### src/rtl/adcc_pkg.sv
package adcc_pkg;
  typedef enum logic [1:0] {
    ST_IDLE = 2'd0,
    ST_CONV = 2'd1,
    ST_READ = 2'd2
  } adcc_state_t;

  // Switch between two's complement and offset binary by inverting the top bit.
  function automatic logic [11:0] fmt_code(input logic [11:0] raw, input bit flip);
    fmt_code = flip ? {~raw[11], raw[10:0]} : raw;
  endfunction
endpackage

### src/rtl/adcc_timer.sv
module adcc_timer #(
  parameter int PERIOD_CYC = 100,
  parameter int START_W    = 2
) (
  input  logic clk,
  input  logic rst_n,
  input  logic enable,
  output logic conv_start,
  output logic start_evt
);
  localparam int CNT_W = $clog2(PERIOD_CYC + 1);

  logic [CNT_W-1:0] tcnt;

  assign start_evt = enable && (tcnt == '0);

  always_ff @(posedge clk or negedge rst_n) begin
    if (!rst_n) begin
      tcnt       <= '0;
      conv_start <= 1'b0;
    end else begin
      conv_start <= enable && (tcnt < CNT_W'(START_W));
      if (!enable)
        tcnt <= '0;
      else if (tcnt == CNT_W'(PERIOD_CYC - 1))
        tcnt <= '0;
      else
        tcnt <= tcnt + 1'b1;
    end
  end
endmodule

### src/rtl/adcc_eoc_sync.sv
module adcc_eoc_sync (
  input  logic clk,
  input  logic rst_n,
  input  logic eoc_n,
  output logic eoc_fall
);
  logic s1, s2, s3;

  always_ff @(posedge clk or negedge rst_n) begin
    if (!rst_n) begin
      s1 <= 1'b1;
      s2 <= 1'b1;
      s3 <= 1'b1;
    end else begin
      s1 <= eoc_n;
      s2 <= s1;
      s3 <= s2;
    end
  end

  assign eoc_fall = s3 && !s2;
endmodule

### src/rtl/adcc_read_fsm.sv
module adcc_read_fsm
  import adcc_pkg::*;
#(
  parameter int TIMEOUT_CYC = 120,
  parameter int RD_W        = 3,
  parameter int GUARD_CYC   = 10
) (
  input  logic clk,
  input  logic rst_n,
  input  logic start_evt,
  input  logic eoc_fall,
  output logic strobe_n,
  output logic take,
  output logic late_err,
  output logic timeout_err
);
  localparam int TO_W = $clog2(TIMEOUT_CYC + 1);
  localparam int RC_W = $clog2(RD_W + 1);
  localparam int GD_W = $clog2(GUARD_CYC + 1);

  adcc_state_t      state;
  logic [TO_W-1:0]  to_cnt;
  logic [RC_W-1:0]  rd_cnt;
  logic [GD_W-1:0]  since_rd;

  assign take = (state == ST_READ) && (rd_cnt == RC_W'(RD_W - 1));

  always_ff @(posedge clk or negedge rst_n) begin
    if (!rst_n) begin
      state       <= ST_IDLE;
      to_cnt      <= '0;
      rd_cnt      <= '0;
      strobe_n    <= 1'b1;
      since_rd    <= GD_W'(GUARD_CYC);
      late_err    <= 1'b0;
      timeout_err <= 1'b0;
    end else begin
      if (state == ST_CONV && eoc_fall)
        since_rd <= '0;
      else if (since_rd != GD_W'(GUARD_CYC))
        since_rd <= since_rd + 1'b1;

      if (start_evt && (state != ST_IDLE || since_rd < GD_W'(GUARD_CYC - 1)))
        late_err <= 1'b1;

      case (state)
        ST_IDLE: begin
          if (start_evt) begin
            state  <= ST_CONV;
            to_cnt <= '0;
          end
        end
        ST_CONV: begin
          if (eoc_fall) begin
            state    <= ST_READ;
            rd_cnt   <= '0;
            strobe_n <= 1'b0;
          end else if (to_cnt == TO_W'(TIMEOUT_CYC - 1)) begin
            timeout_err <= 1'b1;
            state       <= ST_IDLE;
          end else begin
            to_cnt <= to_cnt + 1'b1;
          end
        end
        ST_READ: begin
          if (rd_cnt == RC_W'(RD_W - 1)) begin
            state    <= ST_IDLE;
            strobe_n <= 1'b1;
          end else begin
            rd_cnt <= rd_cnt + 1'b1;
          end
        end
        default: state <= ST_IDLE;
      endcase
    end
  end
endmodule

### src/rtl/adcc_out_reg.sv
module adcc_out_reg
  import adcc_pkg::*;
#(
  parameter int DATA_W = 12,
  parameter bit FLIP   = 1'b0
) (
  input  logic              clk,
  input  logic              rst_n,
  input  logic              take,
  input  logic [DATA_W-1:0] din,
  output logic              m_valid,
  input  logic              m_ready,
  output logic [DATA_W-1:0] m_data
);
  always_ff @(posedge clk or negedge rst_n) begin
    if (!rst_n) begin
      m_valid <= 1'b0;
      m_data  <= '0;
    end else begin
      if (take && (!m_valid || m_ready)) begin
        m_valid <= 1'b1;
        m_data  <= fmt_code(din, FLIP);
      end else if (m_valid && m_ready) begin
        m_valid <= 1'b0;
      end
    end
  end
endmodule

### src/rtl/adc_capture_top.sv
module adc_capture_top #(
  parameter int PERIOD_CYC  = 100,
  parameter int START_W     = 2,
  parameter int CONV_CYC    = 80,
  parameter int ACQ_CYC     = 20,
  parameter int TIMEOUT_CYC = 90,
  parameter int RD_W        = 3,
  parameter int GUARD_CYC   = 10,
  parameter bit ADC_BIPOLAR = 1'b1,
  parameter bit SIGNED_OUT  = 1'b1
) (
  input  logic        clk,
  input  logic        rst_n,
  input  logic        enable,
  output logic        conv_start,
  input  logic        eoc_n,
  output logic        cs_n,
  output logic        rd_n,
  input  logic [11:0] adc_bus,
  output logic        m_valid,
  input  logic        m_ready,
  output logic [11:0] m_data,
  output logic        err_period,
  output logic        err_timeout
);
  localparam int MIN_PERIOD_CYC = CONV_CYC + ACQ_CYC;
  localparam bit PERIOD_BAD     = (PERIOD_CYC < MIN_PERIOD_CYC);
  localparam bit FLIP           = (ADC_BIPOLAR != SIGNED_OUT);

  logic start_evt, eoc_fall, strobe_n, take, late_err;

  adcc_timer #(.PERIOD_CYC(PERIOD_CYC), .START_W(START_W)) u_timer (
    .clk(clk), .rst_n(rst_n), .enable(enable),
    .conv_start(conv_start), .start_evt(start_evt)
  );

  adcc_eoc_sync u_sync (
    .clk(clk), .rst_n(rst_n), .eoc_n(eoc_n), .eoc_fall(eoc_fall)
  );

  adcc_read_fsm #(.TIMEOUT_CYC(TIMEOUT_CYC), .RD_W(RD_W), .GUARD_CYC(GUARD_CYC)) u_fsm (
    .clk(clk), .rst_n(rst_n), .start_evt(start_evt), .eoc_fall(eoc_fall),
    .strobe_n(strobe_n), .take(take), .late_err(late_err), .timeout_err(err_timeout)
  );

  adcc_out_reg #(.DATA_W(12), .FLIP(FLIP)) u_out (
    .clk(clk), .rst_n(rst_n), .take(take), .din(adc_bus),
    .m_valid(m_valid), .m_ready(m_ready), .m_data(m_data)
  );

  assign cs_n       = strobe_n;
  assign rd_n       = strobe_n;
  assign err_period = PERIOD_BAD | late_err;
endmodule

### config.mk
export PLATFORM = sky130hd
export DESIGN_NAME = adc_capture_top
export DESIGN_NICKNAME = d
export VERILOG_FILES = /design/src/rtl/adcc_pkg.sv /design/src/rtl/adcc_timer.sv /design/src/rtl/adcc_eoc_sync.sv /design/src/rtl/adcc_read_fsm.sv /design/src/rtl/adcc_out_reg.sv /design/src/rtl/adc_capture_top.sv
export SDC_FILE = /design/constraint.sdc
export NUM_CORES = 1
export LEC_CHECK = 0
export ABC_CLOCK_PERIOD_IN_PS = 2800
export BUFFER_PORTS_ARGS = -buffer_cell sky130_fd_sc_hd__buf_2
export CAP_MARGIN = 20
export CORE_MARGIN = 1.5
export CORE_UTILIZATION = 30
export DETAILED_ROUTE_END_ITERATION = 12
export PLACE_DENSITY = 0.52
export SYNTH_ARGS = -nofsm -noshare
export SYNTH_HDL_FRONTEND = slang
export SYNTH_SLANG_ARGS = --single-unit
### constraint.sdc
create_clock -name clk -period 2.8 [get_ports clk]
set_input_delay 0.14 -clock clk [delete_from_list [all_inputs] [get_ports clk]]
set_output_delay 0.14 -clock clk [all_outputs]
set_load 0.1 [all_outputs]
Word-level counts from Yosys, hierarchy flattened
Index checks and enable logic that the tools add are counted.
- flip-flop bits (word level): 42
- input bits: 17
- output and inout bits: 18
- add/sub/neg operators: 4
- order comparisons: 2
- equal/unequal tests: 13
- multiplexer cells: 21
- bitwise logic cells: 1
- reduce and logical (&&, ||, !) cells: 24
- operators by type and width (kind ; number):
    7-bit 2-to-1 mux ; 5
    7-bit by 1-bit adder with 7-bit output (second input constant) ; 2
    7-bit equality test (second input constant) ; 2
    7-bit case mux with 2 select lines ; 1
    2-bit 2-to-1 mux ; 6
    3-bit AND reduction ; 4
    2-bit nonzero test ; 5
    1-bit logical AND ; 8
    4-bit 2-to-1 mux ; 2
    2-bit != test (second input constant) ; 4
    7-bit zero test ; 1
    7-bit by 2-bit < comparator with 1-bit output (second input constant) ; 1
    2-bit case mux with 3 select lines ; 1
    4-bit by 1-bit adder with 4-bit output (second input constant) ; 1
    2-bit equality test (second input constant) ; 2
    4-bit < comparator (second input constant) ; 1
    1-bit 2-to-1 mux ; 4
    2-bit by 1-bit != test with 1-bit output (second input constant) ; 2
    4-bit != test (second input constant) ; 1
    2-bit case mux with 2 select lines ; 1
    4-bit AND reduction ; 1
    3-bit by 2-bit != test with 1-bit output (second input constant) ; 1
    2-bit by 1-bit adder with 2-bit output (second input constant) ; 1
    2-bit by 1-bit equality test with 1-bit output (second input constant) ; 1
    other kinds (5) ; 7

Logic depth before layout (Yosys ltp)
- depth after elaboration: 4
- gate-level depth with buffers: 7
- gate-level depth less buffers: 6

Cells and area by module
Synthesis repeated with hierarchy kept, for this count alone.
- cells, all modules: 169
- area, all modules: 2035.7 sq um
- by module, submodules not included (module ; times used ; cells an instance ; area an instance (sq um) ; sequential area each (sq um)):
    adcc_read_fsm ; 1 ; 95 ; 967.2 ; 454.2
    adcc_out_reg ; 1 ; 29 ; 550.5 ; 325.3
    adcc_timer ; 1 ; 40 ; 417.9 ; 200.2
    adcc_eoc_sync ; 1 ; 4 ; 92.6 ; 78.8
    adc_capture_top ; 1 ; 1 ; 7.5 ; 0.0

Worst setup path after synthesis
No wires, ideal clock.
- path kind: reg2reg
- start point: reg u_out.m_valid
- end point: reg u_out.m_data[10]
- setup time: 0.125 ns
- arrival: 1.818 ns
- path slack: 0.857 ns
- stages on the path, launching flop included: 4
- buffers on the path: 1
- path through: dfrtp_1 -> a21oi_1 -> clkbuf_1 -> mux2_2
- cells in the longest elaborated chain, start to end: 3
- RTL lines (what ; RTL line ; text):
    from (decl) ; adcc_out_reg.sv:11 ; output logic m_valid,
    from (signal assigned) ; adcc_out_reg.sv:17 ; m_valid <= 1'b0;
    from (signal assigned) ; adcc_out_reg.sv:21 ; m_valid <= 1'b1;
    from (signal assigned) ; adcc_out_reg.sv:24 ; m_valid <= 1'b0;
    1-bit zero test ; adcc_out_reg.sv:20 ; if (take && (!m_valid || m_ready)) begin
    1-bit logical OR ; adcc_out_reg.sv:20 ;
    1-bit logical AND ; adcc_out_reg.sv:20 ;
    to (signal assigned) ; adcc_out_reg.sv:22 ; m_data <= fmt_code(din, FLIP);
    to (decl) ; adcc_out_reg.sv:13 ; output logic [DATA_W-1:0] m_data
No other way between the ends.
A chain may end at the register's enable or synchronous reset.

Final worst setup path
- start point: reg u_timer.tcnt[3]
- end point: reg u_fsm.to_cnt[6]
- cells in the longest elaborated chain, start to end: 4
- RTL lines (what ; RTL line ; text):
    from (decl) ; adcc_timer.sv:13 ; logic [CNT_W-1:0] tcnt;
    from (signal assigned) ; adcc_timer.sv:28 ; tcnt <= tcnt + 1'b1;
    7-bit zero test ; adcc_timer.sv:15 ; assign start_evt = enable && (tcnt == '0);
    1-bit logical AND ; adcc_timer.sv:15 ;
    2-bit by 1-bit != test with 1-bit output (no line) ; - ;
    4-bit AND reduction (no line) ; - ;
    to (signal assigned) ; adcc_read_fsm.sv:62 ; to_cnt <= to_cnt + 1'b1;
    to (decl) ; adcc_read_fsm.sv:22 ; logic [TO_W-1:0] to_cnt;
No other way between the ends.

==> impl_results.md <==
* Status: finished, violations left
* Failing checks: design-rule violations, negative hold slack
* Area share of fa/ha/maj cells after synthesis at 6.82%
* Clock slew seen by the registers of the worst setup and hold paths at 80 ps
* Multi-input logic area at 878 sq um
* Seq/Total Area, Yosys at 52.4%
* Worst r2r dst: u_fsm.to_cnt[6]$_DFFE_PN0P_
* Initial Util at 31.4%
* Area growth syn-to-layout at 18.2%
* Final WL at 3510 microns
* Routed Antenna Nets at 0
* Mapped Cells at 178
* Reg area at 1060 sq um
* Mean routed wirelength per cell at 11.9 microns
* Final setup fails at 0
* Final hold slack at -24.9 ps
* Gpl congestion at 0.770
* R2r setup slk at 770 ps
* Grt met3 use at 3.21%
* Initial antenna violation count at 0
* Worst skew pair latency at 290 ps
* DRT iter0 DRCs at 68
* Mean Syn Cell Area at 11.3 sq um
* Worst r2r src: u_timer.tcnt[3]$_DFF_PN0_
* Worst Reg2Reg Path Length in Cells at 4
* CTS tree: yes
* Slew margin rel. at 39.4%
* Crit. End Element: flop
* Met2 Usage GRT at 16.7%
* XOR/XNOR share of the synthesized area at 2.60%
* # diodes at 0
* Post-place instance area at 2270 sq um
* Worst setup SP type: flop
* Tcrit/Tclk final at 72.6%
* Fraction of layout instances using a drive strength above 1 at 30.7%
* Worst-Margin Slew at 908 ps
* H-Tree Depth at 2
* Final Total Pwr at 2.02 mW
* PortBufs at 34
* Worst IR Drop VDD at 0.000257 V
* Nets@finish at 245
* Yosys reg bits at 42
* Total track usage at 10.9%
* Crit Path Max Fanout at 9
* Synth Area in Simple Gates at 15.1%
* RSZ-0062 raised after global routing: false
* Largest net degree at the start of global routing at 43
* LEAKAGE at 1.11 nW
* GRT overflow at 0
* First-pass GRT wire length at 6230 microns
* Area of the die at 7230 sq um
* Fill cells at 623
* Num rows at 29
* Area of the core at 6420 sq um
* Syn nets at 206
* Post-synthesis compound-gate area fraction at 11.2%
* Core Util, Final at 37.2%
* Detailed Place HPWL at 2510 microns
* Clock tree buffer depth at 2
* Global-route layer with the greatest usage: met2
* DRC at 1
* Via count at 1401
* Hold Fails Final Rpt at 36
* Synth Warn # at 0
* Mux contribution to synthesized area at 7.74%
* Clk sinks at 42
* Via density at 4.75
* Die extent in x at 85.0 microns
* Largest family of logic cells by synthesized area: simple AND/OR/NAND/NOR gates
* Worst Skew at 3.96 ps
* Tmin final at 2030 ps
* Number of global-route vias before repair at 1346
* Clk root buf: clkbuf_8
* CP Class: reg -> reg
* Max Clk Rate at 492 MHz
* Crit path required time at 2980 ps
* Die Height at 85.0 microns
* Pwr Density at 846 nW/um^2
* Max_cap viols at 0
* Final std cell area, no fill at 2390 sq um
* First-pass iteration count of the detailed router at 8
* Setup TNS at 0 ps
* Hold Crit Class: in -> async
* Number of distinct library cells after synthesis at 42
* Met1 GRT Util at 14.1%
* Post-Syn Area at 2020 sq um
* # IOs at 35
* Crit path DAT at 2220 ps
* Slew Limit Fails at 0
* Clock buffer count from CTS at 5
* Crit path from: u_timer.tcnt[3]$_DFF_PN0_
[worst max-delay path, cell delays in order, from the launching register on]
cell	delay [ps]
dfrtp_1	410
or3_4	420
o41a_1	530
a21o_4	280
a211o_1	290
[cell type report]
| class | instances | area share [%] |
|---|---|---|
| Inverter | 15 | 2.36 |
| Timing Repair Buffer | 36 | 7.86 |
| Clock buffer | 6 | 3.04 |
| Sequential cell | 42 | 44.3 |
| Clock inverter | 2 | 1.57 |
| Tap cell | 77 | 4.04 |
| Multi-Input combinational cell | 117 | 36.8 |
[cells in the mapped netlist]
library cell	count	area [sq um]
a21o_4	1	15.0
o31ai_1	2	15.0
and2_1	3	18.8
o21ai_0	5	25.0
nor2_1	10	37.5
o41a_1	1	11.3
xor2_1	1	8.76
o41ai_1	1	8.76
nand2_1	13	48.8
nand4bb_1	1	11.3
a21o_1	4	30.0
nand2b_1	3	18.8
a31oi_1	3	18.8
a211o_1	3	26.3
nor3_1	3	15.0
dfrtp_1	36	901
nor3b_1	1	7.51
o211ai_2	1	12.5
inv_1	15	56.3
nand3b_4	1	20.0
mux2_2	12	135
nor4b_1	1	8.76
and3_1	2	12.5
ha_1	11	138
o211ai_1	1	7.51
nor4_1	5	31.3
a2bb2oi_1	1	8.76
or3_1	1	6.26
mux2_1	1	11.3
mux2i_1	1	10.0
buf_4	1	7.51
or2_2	2	12.5
a21oi_1	4	20.0
clkbuf_1	2	7.51
a21bo_2	1	10.0
nand3_1	9	45.0
a22o_1	1	8.76
buf_6	1	11.3
or3_4	1	11.3
dfstp_2	6	158
o22a_1	1	8.76
xnor2_1	5	43.8
[cell usage in the layout (no fill, tap or decap), types with 2 or more instances in the layout]
cell / instances
nand3_1: 9
nand2_1: 13
buf_2: 34
nor4_1: 5
a211o_1: 3
dfrtp_1: 36
or2_2: 2
o31ai_1: 2
nor2_1: 10
xnor2_1: 5
and2_1: 3
ha_1: 11
clkbuf_8: 5
nor3_1: 3
nand2b_1: 3
a21o_1: 4
mux2_2: 12
and3_1: 2
dfstp_2: 6
a31oi_1: 3
a21oi_1: 4
inv_1: 15
o21ai_0: 5
[power breakdown]
| group | leakage, nW | switching [mW] | total, mW | internal (mW) |
|---|---|---|---|---|
| sequential | 0.514 | 0.107 | 0.838 | 0.732 |
| combinational | 0.541 | 0.424 | 0.708 | 0.284 |
| clock | 0.0514 | 0.208 | 0.474 | 0.266 |
| total | 1.11 | 0.739 | 2.02 | 1.28 |
[stage by stage]
stage,setup slack (ps),std cells
after floorplan,857,178
after global placement,772,286
after detailed placement,768,286
after CTS,748,295
after global routing,665,295
final,766,295
[cell families (layout without fill, tap and decap cells)]
group,after synthesis,in the layout
AND/OR/NAND/NOR,56,56
adder cells (fa/ha/maj),11,11
flip-flops,42,42
multiplexers,14,14
buffers and inverters,19,59
XOR/XNOR,6,6
AO/OA/AOI/OAI,30,30
[repair_timing]
| action | in CTS | in global routing |
|---|---|---|
| hold endpoints to repair | 1 | 0 |
| buffers inserted | 0 | 0 |
| gates resized for setup | 0 | 0 |
| hold buffers | 1 | 0 |
[how the worst max path moves through the flow]
stage,slack [ps],endpoint
floorplan,860,u_out.m_data[10]$_DFFE_PN0P_
global placement,770,u_fsm.to_cnt[6]$_DFFE_PN0P_
detailed placement,770,u_fsm.to_cnt[5]$_DFFE_PN0P_
CTS,750,u_fsm.to_cnt[5]$_DFFE_PN0P_
global route,670,u_fsm.to_cnt[5]$_DFFE_PN0P_
finish,770,u_fsm.to_cnt[6]$_DFFE_PN0P_
[state kept, by name, indices dropped and copies added, names as in the netlist, 2 cells and up]
| register | count |
|---|---|
| u_fsm.rd_cnt | 2 |
| u_fsm.since_rd | 4 |
| u_fsm.state | 2 |
| u_fsm.to_cnt | 7 |
| u_out.m_data | 12 |
| u_timer.tcnt | 7 |
[routing by layer]
| metal | part of all wire [%] | routed length (microns) |
|---|---|---|
| met4 | 2.3 | 82 |
| met3 | 2.9 | 103 |
| met5 | 0 | 0 |
| met1 | 48 | 1680 |
| met2 | 47 | 1640 |
Power figures use the tool's default switching activity.
